--- src/rtl/tsa_pkg.sv ---
package tsa_pkg;
    typedef enum logic [1:0] {
        CT_FUNC    = 2'd0,
        CT_IDLE    = 2'd1,
        CT_READOUT = 2'd2
    } ctl_st_e;
endpackage

--- src/rtl/tsa_onehot.sv ---
module tsa_onehot #(
    parameter int W = 2
) (
    input  logic             clk,
    input  logic             rst_n,
    input  logic [W-1:0]     code,
    output logic [(1<<W)-1:0] sel
);
    localparam int LINES = 1 << W;

    for (genvar i = 0; i < LINES; i++) begin : g_line
        assign sel[i] = (code == W'(i));
    end

    // exactly one select line per decoder is active
    p_one_line_r2: assert property (@(posedge clk) disable iff (!rst_n)
        $countones(sel) == 1);
endmodule

--- src/rtl/tsa_cell.sv ---
module tsa_cell (
    input  logic clk,
    input  logic rst_n,
    input  logic test_en,
    input  logic d,
    input  logic tgl,
    output logic q
);
    always_ff @(posedge clk or negedge rst_n) begin
        if (!rst_n)
            q <= 1'b0;
        else if (!test_en)
            q <= d;
        else if (tgl)
            q <= ~q;
    end

    p_func_load_r3: assert property (@(posedge clk) disable iff (!rst_n)
        !test_en |=> q == $past(d));
    p_toggle_r4: assert property (@(posedge clk) disable iff (!rst_n)
        (test_en && tgl) |=> q != $past(q));
    p_hold_r5: assert property (@(posedge clk) disable iff (!rst_n)
        (test_en && !tgl) |=> $stable(q));
endmodule

--- src/rtl/tsa_ctrl.sv ---
module tsa_ctrl
    import tsa_pkg::*;
#(
    parameter int ADDR_W = 4
) (
    input  logic              clk,
    input  logic              rst_n,
    input  logic              test_en,
    input  logic              addr_ld,
    input  logic [ADDR_W-1:0] addr_in,
    input  logic              rd_stb,
    input  logic              rd_bit,
    output logic [ADDR_W-1:0] addr_q,
    output logic              scan_out,
    output logic              scan_vld
);
    ctl_st_e st, st_nx;

    always_comb begin
        unique case (st)
            CT_FUNC, CT_IDLE, CT_READOUT: begin
                if (!test_en)
                    st_nx = CT_FUNC;
                else if (rd_stb)
                    st_nx = CT_READOUT;
                else
                    st_nx = CT_IDLE;
            end
            default: st_nx = CT_FUNC;
        endcase
    end

    always_ff @(posedge clk or negedge rst_n) begin
        if (!rst_n)
            st <= CT_FUNC;
        else
            st <= st_nx;
    end

    always_ff @(posedge clk or negedge rst_n) begin
        if (!rst_n) begin
            addr_q   <= '0;
            scan_out <= 1'b0;
        end else begin
            if (test_en && addr_ld)
                addr_q <= addr_in;
            scan_out <= (st_nx == CT_READOUT) ? rd_bit : 1'b0;
        end
    end

    assign scan_vld = (st == CT_READOUT);

    p_vld_after_read_r6: assert property (@(posedge clk) disable iff (!rst_n)
        scan_vld |-> $past(test_en && rd_stb));
    p_addr_frozen_r3: assert property (@(posedge clk) disable iff (!rst_n)
        !test_en |=> $stable(addr_q));
    p_quiet_out_r6: assert property (@(posedge clk) disable iff (!rst_n)
        !scan_vld |-> !scan_out);
endmodule

--- src/rtl/toggle_scan_array.sv ---
module toggle_scan_array #(
    parameter int N_CELLS = 12,
    localparam int ADDR_W = (N_CELLS > 4) ? $clog2(N_CELLS) : 2
) (
    input  logic               clk,
    input  logic               rst_n,
    input  logic               test_en,
    input  logic [N_CELLS-1:0] func_d,
    input  logic               addr_ld,
    input  logic [ADDR_W-1:0]  addr_in,
    input  logic               wr_stb,
    input  logic               rd_stb,
    output logic [N_CELLS-1:0] func_q,
    output logic               scan_out,
    output logic               scan_vld
);
    localparam int COL_W = (ADDR_W + 1) / 2;
    localparam int ROW_W = ADDR_W - COL_W;
    localparam int NCOLS = 1 << COL_W;
    localparam int NROWS = 1 << ROW_W;
    localparam int GRID  = NROWS * NCOLS;

    logic [ADDR_W-1:0] addr_q;
    logic [NROWS-1:0]  row_sel;
    logic [NCOLS-1:0]  col_sel;
    logic [GRID-1:0]   grid_q;
    logic [GRID-1:0]   tgl_vec;
    logic [NROWS-1:0]  row_hit;
    logic              wr_act;
    logic              rd_bit;

    assign wr_act = test_en && wr_stb;

    tsa_onehot #(.W(ROW_W)) u_row_dec (
        .clk(clk), .rst_n(rst_n),
        .code(addr_q[ADDR_W-1:COL_W]), .sel(row_sel));

    tsa_onehot #(.W(COL_W)) u_col_dec (
        .clk(clk), .rst_n(rst_n),
        .code(addr_q[COL_W-1:0]), .sel(col_sel));

    for (genvar r = 0; r < NROWS; r++) begin : g_row
        for (genvar c = 0; c < NCOLS; c++) begin : g_col
            localparam int IDX = r * NCOLS + c;
            assign tgl_vec[IDX] = wr_act && row_sel[r] && col_sel[c];
            if (IDX < N_CELLS) begin : g_cell
                tsa_cell u_cell (
                    .clk(clk), .rst_n(rst_n), .test_en(test_en),
                    .d(func_d[IDX]), .tgl(tgl_vec[IDX]), .q(func_q[IDX]));
                assign grid_q[IDX] = func_q[IDX];
            end else begin : g_empty
                assign grid_q[IDX] = 1'b0;
            end
        end
        assign row_hit[r] = |(grid_q[r*NCOLS +: NCOLS] & col_sel);
    end

    assign rd_bit = |(row_hit & row_sel);

    tsa_ctrl #(.ADDR_W(ADDR_W)) u_ctrl (
        .clk(clk), .rst_n(rst_n), .test_en(test_en),
        .addr_ld(addr_ld), .addr_in(addr_in), .rd_stb(rd_stb),
        .rd_bit(rd_bit), .addr_q(addr_q),
        .scan_out(scan_out), .scan_vld(scan_vld));

    p_single_toggle_r4: assert property (@(posedge clk) disable iff (!rst_n)
        $countones(tgl_vec) <= 1);
    p_empty_read_r7: assert property (@(posedge clk) disable iff (!rst_n)
        (test_en && rd_stb && addr_q >= ADDR_W'(N_CELLS)) |=> (scan_vld && !scan_out));
    p_empty_write_r7: assert property (@(posedge clk) disable iff (!rst_n)
        (test_en && addr_q >= ADDR_W'(N_CELLS)) |=> $stable(func_q));
endmodule

--- config.mk ---
export PLATFORM = sky130hd
export DESIGN_NAME = toggle_scan_array
export DESIGN_NICKNAME = d
export VERILOG_FILES = /design/src/rtl/tsa_pkg.sv /design/src/rtl/tsa_onehot.sv /design/src/rtl/tsa_cell.sv /design/src/rtl/tsa_ctrl.sv /design/src/rtl/toggle_scan_array.sv
export SDC_FILE = /design/constraint.sdc
export NUM_CORES = 1
export LEC_CHECK = 0
export BUFFER_PORTS_ARGS = -buffer_cell sky130_fd_sc_hd__buf_2
export CAP_MARGIN = 0
export CORE_MARGIN = 8
export CORE_UTILIZATION = 53
export DETAILED_ROUTE_END_ITERATION = 16
export GPL_TIMING_DRIVEN = 0
export PLACE_DENSITY = 0.83
export SLEW_MARGIN = 40
export SYNTH_ARGS = -nofsm -noshare
export SYNTH_HDL_FRONTEND = slang
export SYNTH_SLANG_ARGS = --single-unit
--- constraint.sdc ---
create_clock -name clk -period 3.7 [get_ports clk]
set_clock_uncertainty 0.05 [all_clocks]
set_input_delay 0.37 -clock clk [delete_from_list [all_inputs] [get_ports clk]]
set_output_delay 0.37 -clock clk [all_outputs]
set_load 0.1 [all_outputs]
==> impl_metrics.tcl <==
set metrics [dict create \
    outcome "complete, no violations" \
    clock.fmax_ghz 0.609 \
    cts_tree "yes" \
    synth-main-ff-cell "dfrtp_1" \
    port_buffers 35 \
    slew_headroom_pct 66.8 \
    drc 0 \
    critPathMaxStageDelay_ns 0.41 \
    post-cts-setup-buffer-count 0 \
    rr_startpoint "u_ctrl.addr_q[0]" \
    leakage_nw 0.616 \
    rsz0062_at_grt "false" \
    yosysSeqAreaShare_pct 43.2 \
    fin_nets 174 \
    r2r_end "u_ctrl.scan_out" \
    endpoint_kind "output port" \
    synth_edf_count 0 \
    synth.distinct_cells 22 \
    worstSetupEndpoint "func_q[1]" \
    period_share_pct 44.4 \
    dieArea_mm2 0.00379 \
    grt_max_degree 20 \
    mostFrequentLayoutCells "buf_2, nor2_1, dfrtp_1" \
    place_area_mm2 0.00131 \
    cp-start-kind "flop" \
    critPathKind "flop to output port" \
    areaGrowthSynthToFinish_pct 22.3 \
    drtAntennaViolNets 0 \
    rows 16 \
    dr.first_iter.drc_count 22 \
    h-tree-depth 1 \
    fin_area_mm2 0.00135 \
    dr.pass1.iters 5 \
    holdCritPathClass "input pin to flop" \
    finalSetupViolCount 0 \
    async_flop_share_pct 100 \
    synth.net_count 133 \
    maxSlewViolCount 0 \
    path_cells "buf_4 > buf_2" \
    final_common_cell "buf_2" \
    syn_inst 111 \
    critPathMaxFanout 3 \
    hp-start "rd_stb" \
    gp_congestion 0.816 \
    synth.avg_cell_area_um2 9.92 \
    drt_wl_total_um 2400 \
    cts_resized 0 \
    vias_per_cell 5.09 \
    cts_hold_buf 1 \
    required_ns 3.28 \
    cp.arrival_ns 1.22 \
    clockRootBuffer "clkbuf_4" \
    holdPathStages 2 \
    syn_area_mm2 0.00110 \
    clockBufferDepth 2 \
    synth-seq-cells 19 \
    design.core.area_mm2 0.00196 \
    max-vdd-ir-drop_uv 287 \
    io_pins 36 \
    diodes 0 \
    yosys_warnings 0 \
    final-hold-violation-count 0 \
    fin_tns_setup_ns 0 \
    rr_worst_depth 4 \
    cts.sinks 19 \
    fin_util_pct 68.6 \
    drive_gt1_share_pct 41.1 \
    cap_viol_max_count 0 \
    grt_pass1_vias 932 \
    avgRoutedWirePerCell_um 13.5 \
    clk_pin_slew_ns 0.11 \
    crit_slowest_cell "dfrtp_1" \
    die_y_um 61.6 \
    total_power_w 0.000606 \
    dp_hpwl_um 1900 \
    via_count 906 \
    clkLatencyLatePin_ns 0.28 \
    layout_min_cycle_time_ns 1.64 \
    cp-startpoint "g_row[0].g_col[1].g_cell.u_cell.q" \
    tightest_slew_ns 0.498 \
    grt_pass1_wl_um 3920 \
    globalRouteOverflowTotal 0 \
    start_util_pct 56.1 \
    cts_buffers 3 \
    p_per_area_mw_per_mm2 450 \
    die_w_um 61.6 \
    r2r_setup_slack_ns 2.29 \
    grt_use_total_pct 13.4 \
    antenna_found_initial 0 \
]
## worst min path at each step
| stage | to | slack (ns) |
|---|---|---|
| 2_1_floorplan | g_row[0].g_col[0].g_cell.u_cell.q | 0.02 |
| 3_3_place_gp | u_ctrl.st[0] | 0.27 |
| 3_5_place_dp | g_row[1].g_col[0].g_cell.u_cell.q | 0.28 |
| 4_1_cts | u_ctrl.st[0] | 0.18 |
| 5_1_grt | u_ctrl.st[0] | 0.18 |
| 6_report | u_ctrl.st[0] | 0.18 |
## synth_stat cells, types with 4 or more instances
cell,n,area [µm²]
nand2b_1,4,25.0
dfrtp_1,19,475
xor2_1,4,35.0
buf_4,15,113
nor2_1,20,75.1
mux2_2,4,45.0
xnor2_1,8,70.1
a21oi_1,12,60.1
nand2_1,6,22.5
## power breakdown
part | internal, W | leakage (nW) | total (W) | switching [W]
Combinational | 0.0000801 | 0.381 | 0.000252 | 0.000172
Sequential | 0.000230 | 0.220 | 0.000252 | 0.0000222
Clock | 0.0000418 | 0.0150 | 0.000102 | 0.0000602
## per-layer routing
| metal | global-route usage (%) | part of all wire [%] |
|---|---|---|
| met1 | 14.7 | 39 |
| met2 | 24.5 | 52 |
| met3 | 1.67 | 6.8 |
| met4 | 6.49 | 1.7 |
| met5 | 0 | 0 |
## cell families after synthesis
family	after synthesis	synth area share (%)
xor gates and xnor gates	12	9.55
AOI/OAI and AO/OA	14	6.59
buffers and inverters	17	10.9
muxes	8	10.0
DFF	19	43.2
and+or+nand+nor	41	19.8
## sequential cells by signal, indices dropped and copies added, names as in the netlist
name and cells:
g_row.g_col.g_cell.u_cell.q 12, u_ctrl.addr_q 4, u_ctrl.scan_out 1, u_ctrl.st 2
## through the flow
step / instances / setup WS, ns / hold WS (ns)
3_5_place_dp: 173 / 2.24 / 0.279
6_report: 178 / 2.06 / 0.181
4_1_cts: 178 / 2.04 / 0.177
3_3_place_gp: 173 / 2.30 / 0.268
2_1_floorplan: 111 / 1.58 / 0.0244
5_1_grt: 178 / 1.99 / 0.180
## cell type report
class / instances / area, µm²
repair buffers: 36 / 185
plain buffers: 17 / 120
clock buffers: 4 / 26.3
multi-input cells: 75 / 505
well taps: 27 / 33.8
flip-flops and latches: 19 / 475
fillers: 176 / 616
## worst max-delay path: cells and delay by family, from the launching register on
family | cells | cell delay (ns)
flip-flops | 1 | 0.41
buffers and inverters | 2 | 0.53
Power figures use the tool's default switching activity.
